`src/rtl/ts_pkg.sv`:
```
package ts_pkg;

  localparam int FILT_W = 4;

  typedef struct packed {
    logic              lvl;
    logic [FILT_W-1:0] run;
  } filt_state_t;

  // One filter step at a sample tick: a differing sample must be seen
  // N+1 times in a row before the accepted level follows it.
  function automatic filt_state_t filt_step(filt_state_t s, logic smp,
                                            logic [FILT_W-1:0] n);
    filt_state_t r;
    r = s;
    if (smp == s.lvl) begin
      r.run = '0;
    end else if (s.run == n) begin
      r.lvl = smp;
      r.run = '0;
    end else begin
      r.run = s.run + 1'b1;
    end
    return r;
  endfunction

  // Shortest delay from input change to flag, in bus clocks.
  function automatic int unsigned min_delay(int unsigned n);
    return 4 + 4 * n;
  endfunction

endpackage

```
`src/rtl/ts_sync.sv`:
```
module ts_sync #(
  parameter int STAGES = 2
) (
  input  logic clk,
  input  logic rst_n,
  input  logic d,
  output logic q
);
  logic [STAGES-1:0] chain;

  generate
    for (genvar i = 0; i < STAGES; i++) begin : g_stage
      if (i == 0) begin : g_first
        always_ff @(posedge clk or negedge rst_n)
          if (!rst_n) chain[0] <= 1'b0;
          else        chain[0] <= d;
      end else begin : g_next
        always_ff @(posedge clk or negedge rst_n)
          if (!rst_n) chain[i] <= 1'b0;
          else        chain[i] <= chain[i-1];
      end
    end
  endgenerate

  assign q = chain[STAGES-1];
endmodule

```
`src/rtl/ts_sample_div.sv`:
```
module ts_sample_div #(
  parameter int DIV = 4
) (
  input  logic clk,
  input  logic rst_n,
  output logic tick
);
  generate
    if (DIV <= 1) begin : g_every
      assign tick = 1'b1;
    end else begin : g_div
      localparam int QW = $clog2(DIV);
      localparam logic [QW-1:0] LAST = QW'(DIV - 1);
      logic [QW-1:0] phase;
      always_ff @(posedge clk or negedge rst_n)
        if (!rst_n)              phase <= '0;
        else if (phase == LAST)  phase <= '0;
        else                     phase <= phase + 1'b1;
      assign tick = (phase == LAST);
    end
  endgenerate
endmodule

```
`src/rtl/ts_filter.sv`:
```
module ts_filter
  import ts_pkg::*;
(
  input  logic              clk,
  input  logic              rst_n,
  input  logic              tick,
  input  logic              smp,
  input  logic [FILT_W-1:0] n,
  output logic              lvl,
  output logic              accept
);
  filt_state_t st, nx;

  always_comb nx = filt_step(st, smp, n);

  always_ff @(posedge clk or negedge rst_n)
    if (!rst_n)    st <= '0;
    else if (tick) st <= nx;

  assign lvl    = st.lvl;
  assign accept = tick && (nx.lvl != st.lvl);
endmodule

```
`src/rtl/edge_timestamp.sv`:
```
module edge_timestamp
  import ts_pkg::*;
#(
  parameter int CNT_W = 16
) (
  input  logic              clk,
  input  logic              rst_n,
  input  logic              pin_in,
  input  logic              edge_fall,
  input  logic [FILT_W-1:0] filt_n,
  input  logic              flag_clr,
  output logic [CNT_W-1:0]  cap_val,
  output logic              cap_flag,
  output logic              cap_ovf,
  output logic              irq
);
  localparam int SYNC_STAGES = 2;
  localparam int SAMPLE_DIV  = 4;

  // Named internal events, brought out for the checker.
  logic             smp;
  logic             tick;
  logic             lvl;
  logic             accept;
  logic             evt_raw;
  logic             cap_evt;
  logic [CNT_W-1:0] free_cnt;

  ts_sync #(.STAGES(SYNC_STAGES)) u_sync (
    .clk(clk), .rst_n(rst_n), .d(pin_in), .q(smp)
  );

  ts_sample_div #(.DIV(SAMPLE_DIV)) u_div (
    .clk(clk), .rst_n(rst_n), .tick(tick)
  );

  ts_filter u_filt (
    .clk(clk), .rst_n(rst_n), .tick(tick), .smp(smp), .n(filt_n),
    .lvl(lvl), .accept(accept)
  );

  // Old level low means the accepted change is rising.
  assign evt_raw = accept && (lvl == edge_fall);

  always_ff @(posedge clk or negedge rst_n)
    if (!rst_n) cap_evt <= 1'b0;
    else        cap_evt <= evt_raw;

  always_ff @(posedge clk or negedge rst_n)
    if (!rst_n) free_cnt <= '0;
    else        free_cnt <= free_cnt + 1'b1;

  always_ff @(posedge clk or negedge rst_n) begin
    if (!rst_n) begin
      cap_val  <= '0;
      cap_flag <= 1'b0;
      cap_ovf  <= 1'b0;
    end else if (cap_evt) begin
      cap_val  <= free_cnt;
      cap_flag <= 1'b1;
      cap_ovf  <= cap_flag && !flag_clr;
    end else if (flag_clr) begin
      cap_flag <= 1'b0;
      cap_ovf  <= 1'b0;
    end
  end

  assign irq = cap_flag;
endmodule

```
`config.mk`:
```
export PLATFORM = sky130hd
export DESIGN_NAME = edge_timestamp
export DESIGN_NICKNAME = d
export VERILOG_FILES = /design/src/rtl/ts_pkg.sv /design/src/rtl/ts_sync.sv /design/src/rtl/ts_sample_div.sv /design/src/rtl/ts_filter.sv /design/src/rtl/edge_timestamp.sv
export SDC_FILE = /design/constraint.sdc
export NUM_CORES = 1
export LEC_CHECK = 0
export BUFFER_PORTS_ARGS = -buffer_cell sky130_fd_sc_hd__buf_2
export CAP_MARGIN = 40
export CORE_ASPECT_RATIO = 0.5
export CORE_MARGIN = 2
export CORE_UTILIZATION = 50
export CTS_BUF_LIST = sky130_fd_sc_hd__clkbuf_16
export CTS_CLUSTER_SIZE = 12
export DETAILED_ROUTE_END_ITERATION = 10
export GPL_TIMING_DRIVEN = 0
export PLACE_DENSITY = 0.74
export SYNTH_ARGS = -nofsm -noshare
export SYNTH_HDL_FRONTEND = slang
export SYNTH_SLANG_ARGS = --single-unit
```
`constraint.sdc`:
```
create_clock -name clk -period 1.6 [get_ports clk]
set_clock_uncertainty 0.2 [all_clocks]
set_input_delay 0.24 -clock clk [delete_from_list [all_inputs] [get_ports clk]]
set_output_delay 0.24 -clock clk [all_outputs]
set_load 0.02 [all_outputs]
```
==> out/qor.csv <==
metric,value,unit
clk_latency,0.28,ns
syn_area,0.00181,mm2
die_area,0.00415,mm2
cts_buffer_depth,2,
netSwitchingFraction,23.0,%
row_count,15,
cts-root-buf,clkbuf_16,
period_share,105,%
syn_to_final_growth,27.9,%
synth_top_area_share,60.7,%
start_util,52.5,%
grt-ovfl-total,0,
antenna_found_initial,0,
violations,setup timing,
grt_max_degree,38,
cp_slowest_cell,dfrtp_1,
internal_power,2.28,mW
synth_edf_count,0,
cpPeakStageDelay,0.41,ns
tritoncts,yes,
drt_iter0_drc,35,
power.share.clock,43.3,%
p_leak,1.18,nW
pwr-share-seq,43.5,%
num_vias,1134,
busiest_layer,met2,
clk_pin_slew,0.06,ns
rsz0062_at_grt,yes,
place_congestion,0.716,
power_per_cell_area,1280,mW/mm2
crit_type,flop to flop,
synth-seq-cells,44,
io_buffers,27,
yosys_most_used_dff,dfrtp_1,
dpl-instance-area,0.00204,mm2
synth_top_cells_by_area,"dfrtp_1, mux2_2, xnor2_1",
core-area,0.00345,mm2
tightest_slew,0.257,ns
p_comb_share,13.3,%
via_per_inst,5.00,
maxSlewHeadroom,82.7,%
finalHoldViolations,0,
async_reset_ff_share,100,%
die_w,89.2,um
dr.pass1.iters,4,
cp.required,1.56,ns
power.switching,680,uW
ys_seq_area_share,60.7,%
wl,3060,um
nets,188,
status,finished with violations,
slew_viol_final,0,
cap_violations,0,
final_area,0.00232,mm2
grtUsageMet1,20.6,%
endpoint_kind,flop,
max_clock_freq,0.593,GHz
gr-usage-met3,5.38,%
fin_tns_setup,-0.0869,ns
syn_avg_cell_area,13.5,um2
ir_drop,0.638,mV
yosysWarnings,0,
synth_cell_types,29,
detail-route-antenna-nets,0,
drc_errors,0,
die_h,46.6,um
wl_per_cell,13.5,um
layout-drive-gt1-share,42.6,%
finalSetupViolCount,1,
post-route-min-period,1.69,ns
numCtsBuffers,5,
htree_levels,2,
clkSinkCount,44,
ios,28,
synth_commonest_cells,"dfrtp_1, mux2_2, xnor2_1",
yosysMostFrequentCell,dfrtp_1,
grt.total_usage,17.7,%
critPathLaunchType,flop,
diodes,0,
use_met2,29.8,%
fin_ws,-0.0869,ns
path_cells,xor2_2 > nor4_4 > buf_4 > nand2_2 > mux2_4,
worst_ep_arrival_time,1.65,ns
synth_top_area_cell,dfrtp_1,
dp_hpwl,1960,um
hold_class,input port to asynchronous set/reset pin,
synthCells,134,
worstPathMaxFanout,6,
syn_nets,146,
fin_util,67.1,%
grt_pass1_vias,1174,
grt_pass1_wl,5190,um
[layout by cell type (no fill, tap or decap), drive strengths merged]
cell type	instances
bufinv	2
buf	37
xnor2	13
nand3b	1
inv	4
ha	3
and3	3
nand2	6
and4	3
nor2	3
nand2b	3
a21o	1
dfrtp	44
clkbuf	5
nor2b	1
xor2	7
mux2	17
o31ai	2
nand4	3
o22ai	2
a21oi	1
nor4	1
nor3b	1
mux2i	1
o21ai	1
a22o	1
dlygate4sd3	3
nand3	7
[state kept, by name, indices dropped and copies added (netlist names)]
signal and cells:
cap_evt 1, u_sync.chain 1, free_cnt 16, u_filt.lvl 1
cap_flag 1, u_sync.q 1, cap_val 16, u_filt.st 4
cap_ovf 1, u_div.g_div.phase 2
[power groups by stage]
stage	combinational (mW)	sequential [mW]	clock (mW)
floorplan	0.202	1.31	0
global route	0.437	1.30	1.34
CTS	0.388	1.27	1.30
global placement	0.317	1.29	0
detailed placement	0.337	1.29	0
finish	0.392	1.29	1.28
[stage by stage]
| step | cells | hold WS (ns) | total power, mW | setup slack [ns] |
|---|---|---|---|---|
| detailed placement | 213 | -0.101 | 1.63 | -0.177 |
| finish | 227 | 0.143 | 2.96 | -0.0869 |
| global route | 227 | 0.158 | 3.08 | -0.165 |
| CTS | 227 | 0.143 | 2.96 | -0.0858 |
| global placement | 212 | 0.139 | 1.61 | -0.141 |
| floorplan | 134 | -0.256 | 1.52 | -0.0360 |
[logic make-up after synthesis]
group	share of synthesized area [%]
adders and majority gates	2.07
buffers and inverters	2.35
muxes	11.3
AOI/OAI and AO/OA	2.97
DFF	60.7
and+or+nand+nor	10.9
xor gates and xnor gates	9.66
[critical path, delay by kind of cell, from the launching register on]
family	cells	cell delay [ns]
and+or+nand+nor	2	0.31
xor gates and xnor gates	1	0.17
muxes	1	0.30
buffers and inverters	1	0.18
DFF	1	0.41
[repair_timing]
action,CTS,global route
gates resized for setup,1,10
gates cloned,0,0
setup buffers,4,0
setup endpoints to repair,4,11
hold buffers,3,0
pin swaps,1,1
endpoints found under the hold margin,46,0
[routing by layer]
| layer | part of all wire, % | vias up |
|---|---|---|
| met5 | 0 | - |
| met4 | 1.8 | 0 |
| met3 | 3.9 | 5 |
| met2 | 50 | 25 |
| met1 | 44 | 559 |
| li1 | - | 545 |
[area by class of cell]
cell class              instances  area, um2
fillers                       262       1130
flip-flops and latches         44       1110
multi-input cells              81        704
repair buffers                 35        215
clock buffers                   5        125
well taps                      51       63.8
clock inverters                 2       60.1
plain buffers                   5       27.5
inverters                       4       15.0
[final timing paths]
| path | endpoint | cells after the start | slack, ns | from |
|---|---|---|---|---|
| setup / recovery | u_filt.lvl | 5 | -0.09 | u_filt.st[2] |
| hold / removal | u_filt.st[1] | 2 | 0.14 | rst_n |
| setup reg to reg | u_filt.lvl | 5 | -0.09 | u_filt.st[2] |
| hold reg to reg | u_sync.q | 0 | 0.15 | u_sync.chain[0] |
| max in group asynchronous | free_cnt[6] | 3 | 0.60 | rst_n |
| min in group clk | u_sync.q | 0 | 0.15 | u_sync.chain[0] |
Power figures use the tool's default switching activity.
